[config.mk]
export PLATFORM = sky130hd
export DESIGN_NAME = sram_ctl
export DESIGN_NICKNAME = d
export VERILOG_FILES = /design/src/rtl/sram_ctl_pkg.sv /design/src/rtl/sram_ctl_cnt.sv /design/src/rtl/sram_ctl_seq.sv /design/src/rtl/sram_ctl_pins.sv /design/src/rtl/sram_ctl.sv
export SDC_FILE = /design/constraint.sdc
export NUM_CORES = 1
export LEC_CHECK = 0
export BUFFER_PORTS_ARGS = -buffer_cell sky130_fd_sc_hd__buf_4
export CAP_MARGIN = 20
export CORE_AREA = 2 2 94 51
export CTS_CLUSTER_DIAMETER = 150
export DETAILED_ROUTE_END_ITERATION = 7
export DIE_AREA = 0 0 96 53
export GPL_TIMING_DRIVEN = 0
export PLACE_DENSITY = 0.85
export SYNTH_ARGS = -nofsm -noshare
export SYNTH_HDL_FRONTEND = slang
export SYNTH_HIERARCHICAL = 1
export SYNTH_SLANG_ARGS = --single-unit
[constraint.sdc]
create_clock -name clk -period 2.2 [get_ports clk]
set_clock_uncertainty 0.2 [all_clocks]
set_input_delay 0.11 -clock clk [delete_from_list [all_inputs] [get_ports clk]]
set_output_delay 0.11 -clock clk [all_outputs]
set_load 0.005 [all_outputs]
[src/rtl/sram_ctl_pkg.sv]
package sram_ctl_pkg;

  typedef enum logic [2:0] {
    PH_IDLE,
    PH_READ,
    PH_FLOAT,
    PH_WRITE,
    PH_HOLD
  } phase_e;

  // nanoseconds to whole cycles, rounding up
  function automatic int unsigned ns2cyc(input int unsigned ns, input int unsigned period);
    return (ns + period - 1) / period;
  endfunction

  function automatic int unsigned umax(input int unsigned a, input int unsigned b);
    return (a > b) ? a : b;
  endfunction

endpackage

[src/rtl/sram_ctl_cnt.sv]
module sram_ctl_cnt #(
  parameter int unsigned CW = 3
) (
  input  logic          clk,
  input  logic          rst_n,
  input  logic          load,
  input  logic [CW-1:0] load_val,
  output logic          done
);
  logic [CW-1:0] cnt_q, cnt_d;
  logic          cnt_en;

  always_comb begin
    cnt_en = load || (cnt_q != '0);
    cnt_d  = load ? load_val : cnt_q - 1'b1;
  end

  always_ff @(posedge clk or negedge rst_n) begin
    if (!rst_n)      cnt_q <= '0;
    else if (cnt_en) cnt_q <= cnt_d;
  end

  assign done = (cnt_q == '0);
endmodule

[src/rtl/sram_ctl_seq.sv]
module sram_ctl_seq
  import sram_ctl_pkg::*;
#(
  parameter int unsigned CW      = 3,
  parameter int unsigned RD_CYC  = 5,
  parameter int unsigned WR_CYC  = 4,
  parameter int unsigned FLT_CYC = 2
) (
  input  logic          clk,
  input  logic          rst_n,
  input  logic          req_valid,
  input  logic          req_we,
  input  logic          cnt_done,
  output phase_e        phase_q,
  output phase_e        phase_d,
  output logic          accept,
  output logic          cnt_load,
  output logic [CW-1:0] cnt_val
);
  localparam logic [CW-1:0] RD_V  = CW'(RD_CYC - 1);
  localparam logic [CW-1:0] WR_V  = CW'(WR_CYC - 1);
  localparam logic [CW-1:0] FLT_V = CW'(FLT_CYC - 1);

  always_comb begin
    phase_d  = phase_q;
    accept   = 1'b0;
    cnt_load = 1'b0;
    cnt_val  = '0;
    unique case (phase_q)
      PH_IDLE: if (req_valid) begin
        accept   = 1'b1;
        cnt_load = 1'b1;
        if (req_we) begin phase_d = PH_WRITE; cnt_val = WR_V; end
        else        begin phase_d = PH_READ;  cnt_val = RD_V; end
      end
      PH_READ: if (cnt_done) begin
        phase_d  = PH_FLOAT;
        cnt_load = 1'b1;
        cnt_val  = FLT_V;
      end
      PH_FLOAT: if (cnt_done) phase_d = PH_IDLE;
      PH_WRITE: if (cnt_done) phase_d = PH_HOLD;
      PH_HOLD:  phase_d = PH_IDLE;
      default:  phase_d = PH_IDLE;
    endcase
  end

  always_ff @(posedge clk or negedge rst_n) begin
    if (!rst_n) phase_q <= PH_IDLE;
    else        phase_q <= phase_d;
  end
endmodule

[src/rtl/sram_ctl_pins.sv]
module sram_ctl_pins
  import sram_ctl_pkg::*;
#(
  parameter int unsigned ADDR_W = 15,
  parameter int unsigned DATA_W = 8
) (
  input  logic              clk,
  input  logic              rst_n,
  input  phase_e            phase_q,
  input  phase_e            phase_d,
  input  logic              accept,
  input  logic [ADDR_W-1:0] req_addr,
  input  logic [DATA_W-1:0] req_wdata,
  input  logic [DATA_W-1:0] dq_in,
  output logic [ADDR_W-1:0] addr_q,
  output logic              ce_n_q,
  output logic              oe_n_q,
  output logic              we_n_q,
  output logic [DATA_W-1:0] dout_q,
  output logic              doe_q,
  output logic              rvld_q,
  output logic [DATA_W-1:0] rdata_q
);
  logic ce_n_d, oe_n_d, we_n_d, doe_d, rvld_d;

  always_comb begin
    ce_n_d = !(phase_d == PH_READ || phase_d == PH_WRITE);
    oe_n_d = (phase_d != PH_READ);
    we_n_d = (phase_d != PH_WRITE);
    doe_d  = (phase_d == PH_WRITE || phase_d == PH_HOLD);
    rvld_d = (phase_q == PH_READ) && (phase_d == PH_FLOAT);
  end

  always_ff @(posedge clk or negedge rst_n) begin
    if (!rst_n) begin
      ce_n_q <= 1'b1;
      oe_n_q <= 1'b1;
      we_n_q <= 1'b1;
      doe_q  <= 1'b0;
      rvld_q <= 1'b0;
    end else begin
      ce_n_q <= ce_n_d;
      oe_n_q <= oe_n_d;
      we_n_q <= we_n_d;
      doe_q  <= doe_d;
      rvld_q <= rvld_d;
    end
  end

  always_ff @(posedge clk or negedge rst_n) begin
    if (!rst_n) begin
      addr_q <= '0;
      dout_q <= '0;
    end else if (accept) begin
      addr_q <= req_addr;
      dout_q <= req_wdata;
    end
  end

  always_ff @(posedge clk or negedge rst_n) begin
    if (!rst_n)      rdata_q <= '0;
    else if (rvld_d) rdata_q <= dq_in;
  end

  // no pad drive, and no write strobe, while the memory output is enabled
  a_r7_no_contention: assert property (@(posedge clk) disable iff (!rst_n)
    !(doe_q && !oe_n_q) && !(!we_n_q && !oe_n_q));
  // write strobe only inside a selected cycle
  a_r5_we_inside_ce: assert property (@(posedge clk) disable iff (!rst_n)
    !we_n_q |-> !ce_n_q);
  // strobe and select end together, data still driven
  a_r6_end_with_hold: assert property (@(posedge clk) disable iff (!rst_n)
    $rose(we_n_q) |-> (ce_n_q && doe_q));
  // address and outgoing data held steady
  a_r8_addr_stable: assert property (@(posedge clk) disable iff (!rst_n)
    (!ce_n_q && $past(!ce_n_q)) |-> $stable(addr_q));
  a_r8_data_stable: assert property (@(posedge clk) disable iff (!rst_n)
    (doe_q && $past(doe_q)) |-> $stable(dout_q));
  // read strobe is a single-cycle pulse
  a_r3_rvld_pulse: assert property (@(posedge clk) disable iff (!rst_n)
    rvld_q |=> !rvld_q);
endmodule

[src/rtl/sram_ctl.sv]
module sram_ctl
  import sram_ctl_pkg::*;
#(
  parameter int unsigned ADDR_W        = 15,
  parameter int unsigned DATA_W        = 8,
  parameter int unsigned CLK_PERIOD_NS = 10,
  parameter int unsigned T_RC_NS       = 45,
  parameter int unsigned T_AA_NS       = 45,
  parameter int unsigned T_OE_NS       = 25,
  parameter int unsigned T_WC_NS       = 45,
  parameter int unsigned T_WP_NS       = 25,
  parameter int unsigned T_DS_NS       = 20,
  parameter int unsigned T_AW_NS       = 25,
  parameter int unsigned T_HZ_NS       = 20,
  parameter int unsigned TURN_CYC      = 2
) (
  input  logic              clk,
  input  logic              rst_n,
  input  logic              req_valid,
  output logic              req_ready,
  input  logic              req_we,
  input  logic [ADDR_W-1:0] req_addr,
  input  logic [DATA_W-1:0] req_wdata,
  output logic              rsp_valid,
  output logic [DATA_W-1:0] rsp_data,
  output logic [ADDR_W-1:0] mem_addr,
  output logic              mem_ce_n,
  output logic              mem_oe_n,
  output logic              mem_we_n,
  output logic [DATA_W-1:0] mem_dq_out,
  input  logic [DATA_W-1:0] mem_dq_in,
  output logic              mem_dq_oe
);
  localparam int unsigned RD_CYC = umax(1, umax(ns2cyc(T_RC_NS, CLK_PERIOD_NS),
                                   umax(ns2cyc(T_AA_NS, CLK_PERIOD_NS), ns2cyc(T_OE_NS, CLK_PERIOD_NS))));
  localparam int unsigned WR_CYC = umax(1, umax(umax(ns2cyc(T_WP_NS, CLK_PERIOD_NS), ns2cyc(T_DS_NS, CLK_PERIOD_NS)),
                                   umax(ns2cyc(T_AW_NS, CLK_PERIOD_NS), ns2cyc(T_WC_NS, CLK_PERIOD_NS) - 1)));
  localparam int unsigned FLT_CYC = umax(1, umax(ns2cyc(T_HZ_NS, CLK_PERIOD_NS), TURN_CYC));
  localparam int unsigned MAX_CYC = umax(umax(RD_CYC, WR_CYC), FLT_CYC);
  localparam int unsigned CW      = $clog2(MAX_CYC + 1);

  phase_e          phase_q, phase_d;
  logic            accept, cnt_load, cnt_done;
  logic [CW-1:0]   cnt_val;

  sram_ctl_seq #(.CW(CW), .RD_CYC(RD_CYC), .WR_CYC(WR_CYC), .FLT_CYC(FLT_CYC)) u_seq (
    .clk(clk), .rst_n(rst_n), .req_valid(req_valid), .req_we(req_we),
    .cnt_done(cnt_done), .phase_q(phase_q), .phase_d(phase_d),
    .accept(accept), .cnt_load(cnt_load), .cnt_val(cnt_val)
  );

  sram_ctl_cnt #(.CW(CW)) u_cnt (
    .clk(clk), .rst_n(rst_n), .load(cnt_load), .load_val(cnt_val), .done(cnt_done)
  );

  sram_ctl_pins #(.ADDR_W(ADDR_W), .DATA_W(DATA_W)) u_pins (
    .clk(clk), .rst_n(rst_n), .phase_q(phase_q), .phase_d(phase_d),
    .accept(accept), .req_addr(req_addr), .req_wdata(req_wdata), .dq_in(mem_dq_in),
    .addr_q(mem_addr), .ce_n_q(mem_ce_n), .oe_n_q(mem_oe_n), .we_n_q(mem_we_n),
    .dout_q(mem_dq_out), .doe_q(mem_dq_oe), .rvld_q(rsp_valid), .rdata_q(rsp_data)
  );

  assign req_ready = (phase_q == PH_IDLE);

  // standby whenever a request could be taken
  a_r1_idle_standby: assert property (@(posedge clk) disable iff (!rst_n)
    req_ready |-> (mem_ce_n && mem_oe_n && mem_we_n && !mem_dq_oe && !rsp_valid));
  // a taken request selects the memory on the next cycle
  a_r9_accept_selects: assert property (@(posedge clk) disable iff (!rst_n)
    (req_valid && req_ready) |=> !mem_ce_n);
endmodule

==> results <==
- The count of unresolved DRC violations after routing is 0.
- The post-synthesis instance area is 0.001762 mm2.
- The initial antenna violation count is 0.
- The CTS buffer count is 5.
- The run finished with clean final reports.
- The peak fanout along the critical path is 5.
- The routed wirelength normalized by instance count is 15.27 um.
- The slew at the pin closest to its max-slew limit is 0.5271 ns.
- No sink is reached through more buffers than the 2 on the longest clock path.
- Summing over every cut layer, the via total after detailed routing is 1,413.
- The worst voltage drop across the vdd grid is 0.7515 mV.
- The slowest stage of the critical path belongs to the cell sky130_fd_sc_hd__dfrtp_1.
- The number of top-level pins is 72.
- The share of synthesized area occupied by flip-flops and latches is 0.5987.
- The number of pins with negative max-slew slack in the final report is 0.
- In this run, the number of DRC markers left after iteration 0 of detailed routing was 44.
- The normalized max-slew margin is 0.6486.
- After detailed routing, the number of vias per cell comes to 4.726.
- STA classifies the critical path endpoint as a flop.
- The horizontal extent of the die is 96 um.
- Of the total synthesized cell area, the portion taken by full adders, half adders and majority gates is 0.01420.
- Counting I/O delays and the setup requirement, the final critical path takes 2.164 ns.
- After synthesis, the largest family of logic cells by area is multiplexers.
- Yosys mapped a number of flops with a built-in enable equal to 0.
- With fillers left out, the area of the finished cells amounts to 0.002944 mm2.
- The worst hold path begins at req_valid.
- The congestion estimate from routability-driven global placement came to 0.7841.
- The clock slew seen by the registers of the worst setup and hold paths is 0.08 ns.
- The share of synthesized area in the top cell type comes to 0.5540.
- Dividing the synthesized area by the synthesized cell count gives 14.44 um2.
- The setup slack of the most critical reg-to-reg path is 0.04 ns.
- STA classifies the critical path startpoint as a flop.
- Overall power consumption after layout is estimated at 3.910 mW.
- The clock tree root buffer cell is sky130_fd_sc_hd__clkbuf_8.
- The number of antenna diodes in the final layout is 0.
- The number of standard cells after synthesis is 122.
- The share of the clock period used by the worst path after layout is 0.9835.
- The combined global-route utilization of all metal layers is 0.1847.
- The utilization after layout is 0.6955.
- The via count of the first global-routing pass came to 1,443.
- The largest incremental delay on the critical path is 0.39 ns.
- The number of nets produced by synthesis is 159.
- The worst hold path passes through 3 cells.
- The commonest cells after synthesis are 39 x sky130_fd_sc_hd__dfrtp_1, 28 x sky130_fd_sc_hd__mux2_2, 7 x sky130_fd_sc_hd__inv_1.
- The cell count of the worst reg-to-reg path is 10.
- The data required time of the critical path is 2.17 ns.
- The clock tree synthesis step divided the H-tree into 2 levels.
- The compound-gate portion of the synthesized area is 0.03906.
- Entering global routing, the biggest net connects 43 pins.
- The worst-case hold path end point is u_seq/phase_q[0].
- The die extent in y is 53 um.
- The path class of the tightest hold or removal check is input port to flop.
- Of the total synthesized cell area, the portion taken by XOR and XNOR cells is 0.
- TritonCTS built the clock tree.
- On the final layout, the worst hold slack is 0.02514 ns.
- For this configuration, the core starts out at a cell density of 0.4162.
- The layout-stage area growth over the synthesis result is 67.12%.
- The cell area after placement is 0.002371 mm2.
- The count of nets left with antenna violations once routing finished came out at 0.
- The clock net in this run drives a total of 42 sinks.
- The most common cell in the synthesized netlist is sky130_fd_sc_hd__dfrtp_1.
- In the final layout, the share of cells above drive strength 1 is 0.5702.
- The final-report setup violation count is 0.
- The aggregate global routing overflow is 0.
- Of all flip-flops after synthesis, the portion carrying an async set or reset was 1.000.
- Of the total synthesized cell area, the portion taken by AND, OR, NAND and NOR gates is 0.1229.
- The commonest register cell after synthesis is sky130_fd_sc_hd__dfrtp_1.
- OpenSTA, run right after detailed placement, puts the worst setup slack at -0.2752 ns.
- The class of the most critical setup path is flop to flop.
- The setup slack of the critical path after layout is 0.03630 ns.
- The die area is 0.005088 mm2.
- Of the post-synthesis cell area, the part taken by muxes is 0.2045.
- The number of different library cells used by synthesis comes to 29.
- The count of final hold-check violations is 0.
- Clock latency on the worst-skew pair, taken at its later pin, is 0.29 ns.
- The routed design has 4.566 mm of wire.
- The core region is 0.004233 mm2.
- The filler cell count in the final layout is 285.
- Based on the critical path, the design can be clocked at up to 462.2 MHz.
- The count of buffers inserted at the top-level ports is 71.
- The total power per unit cell area is 1328 mW/mm2.
- The Yosys warning count is 6.
- The sum of net half-perimeters after detailed placement is 2.744 mm.
- The reg-to-reg endpoint is u_pins/rdata_q[6].
- The first detailed-routing pass took 4 iterations.
- The tool flagged a number of max-cap violations equal to 0.
- For the worst setup path, the data arrival time is 2.14 ns.
- After synthesis, the cell types taking the most area are sky130_fd_sc_hd__dfrtp_1 55%, sky130_fd_sc_hd__mux2_2 18%, sky130_fd_sc_hd__dfstp_2 4.5%.
- Walking the worst path, the cells encountered are inv_2 > ha_4 > nand2b_4 > inv_4 > nand2_4 > nor3b_4 > nor4b_4 > buf_4 > nand3b_4 > mux2_4.
- The register bit total from synthesis is 42.
- The layout net count is 278.
- The cell row count is 17.
- The synthesized design spends more area on one cell type than any other, namely sky130_fd_sc_hd__dfrtp_1.
- The first-pass GRT wire length is 6.893 mm.
- For this design the static power due to leakage is 1.423 nW.
- The startpoint of the lowest-slack register-to-register path is u_cnt/cnt_q[0].
[power breakdown]
part / internal (mW) / switching (mW) / leakage [nW]
sequential: 1.17 / 0.278 / 0.499
combinational: 1.16 / 0.682 / 0.865
clock: 0.370 / 0.253 / 0.0585
[sequential cells by signal, indices dropped and copies added, names as in the netlist]
register	cells
u_pins/ce_n_q	1
u_pins/rvld_q	1
u_pins/dout_q	8
u_pins/addr_q	15
u_cnt/cnt_q	3
u_pins/we_n_q	1
u_pins/oe_n_q	1
u_pins/rdata_q	8
u_seq/phase_q	3
u_pins/doe_q	1
[layout make-up]
| type | instances | area [um2] | area share |
|---|---|---|---|
| Tap cell | 57 | 71.32 | 0.02422 |
| Inverter | 7 | 28.78 | 0.009775 |
| Clock buffer | 7 | 86.33 | 0.02932 |
| Buffer | 2 | 10.01 | 0.003400 |
| Multi-Input combinational cell | 72 | 749.5 | 0.2546 |
| Clock inverter | 1 | 30.03 | 0.01020 |
| Timing Repair Buffer | 111 | 913.4 | 0.3102 |
| Sequential cell | 42 | 1055 | 0.3583 |
[worst max-delay path by stage]
stage | to | slack, ns | start
final | u_pins/rdata_q[6] | 0.04 | u_cnt/cnt_q[0]
after global routing | u_pins/rdata_q[6] | -0.02 | u_cnt/cnt_q[0]
after CTS | u_pins/rdata_q[6] | 0.02 | u_cnt/cnt_q[0]
after detailed placement | u_cnt/cnt_q[0] | -0.28 | u_cnt/cnt_q[0]
after global placement | u_pins/rdata_q[3] | -0.13 | u_cnt/cnt_q[0]
after floorplan | u_pins/rdata_q[4] | 0.11 | u_cnt/cnt_q[0]
[metrics by stage]
step	instances	TNS (ns)
4_1_cts	295	0
3_5_place_dp	250	-1.909
2_1_floorplan	122	0
3_3_place_gp	250	-1.126
6_report	299	0
5_1_grt	299	-0.1120
[cells in the final DEF, fill, tap and decap left out, drive strengths merged, types with 3 or more instances in the layout]
| cell | count |
|---|---|
| nor2b | 4 |
| dfstp | 3 |
| inv | 7 |
| dlygate4sd3 | 32 |
| nand2 | 4 |
| a211oi | 3 |
| dfrtp | 39 |
| nand3b | 3 |
| nor4b | 3 |
| nand2b | 4 |
| clkbuf | 7 |
| nor2 | 4 |
| buf | 81 |
| mux2 | 31 |
[critical path: cells and delay by family (launching register included)]
kind	cells	cell delay [ns]
DFF	1	0.39
and+or+nand+nor	5	0.65
adders and majority gates	1	0.17
buffers and inverters	3	0.29
muxes	1	0.34
[layer usage]
layer,track usage,part of all wire,vias up
li1,-,-,664
met1,0.2366,0.46,698
met2,0.3206,0.48,51
met3,0.04701,0.064,0
met4,0.03571,0,0
met5,0,0,-
[cell families (layout without fill, tap and decap cells)]
logic type                 count (synthesis)  in the layout
muxes                                     31             31
and+or+nand+nor                           29             30
buffers and inverters                      9            128
adders and majority gates                  2              2
AOI/OAI and AO/OA                          9              9
DFF                                       42             42
[repair_timing]
item | 4_1_cts | 5_1_grt
gates resized for setup | 6 | 9
endpoints found under the setup margin | 12 | 11
cloned | 1 | 0
pin swaps | 4 | 3
hold endpoints to repair | 73 | 0
hold buffers | 32 | 0
setup buffers | 4 | 4
(Power assumes the default switching activity.)
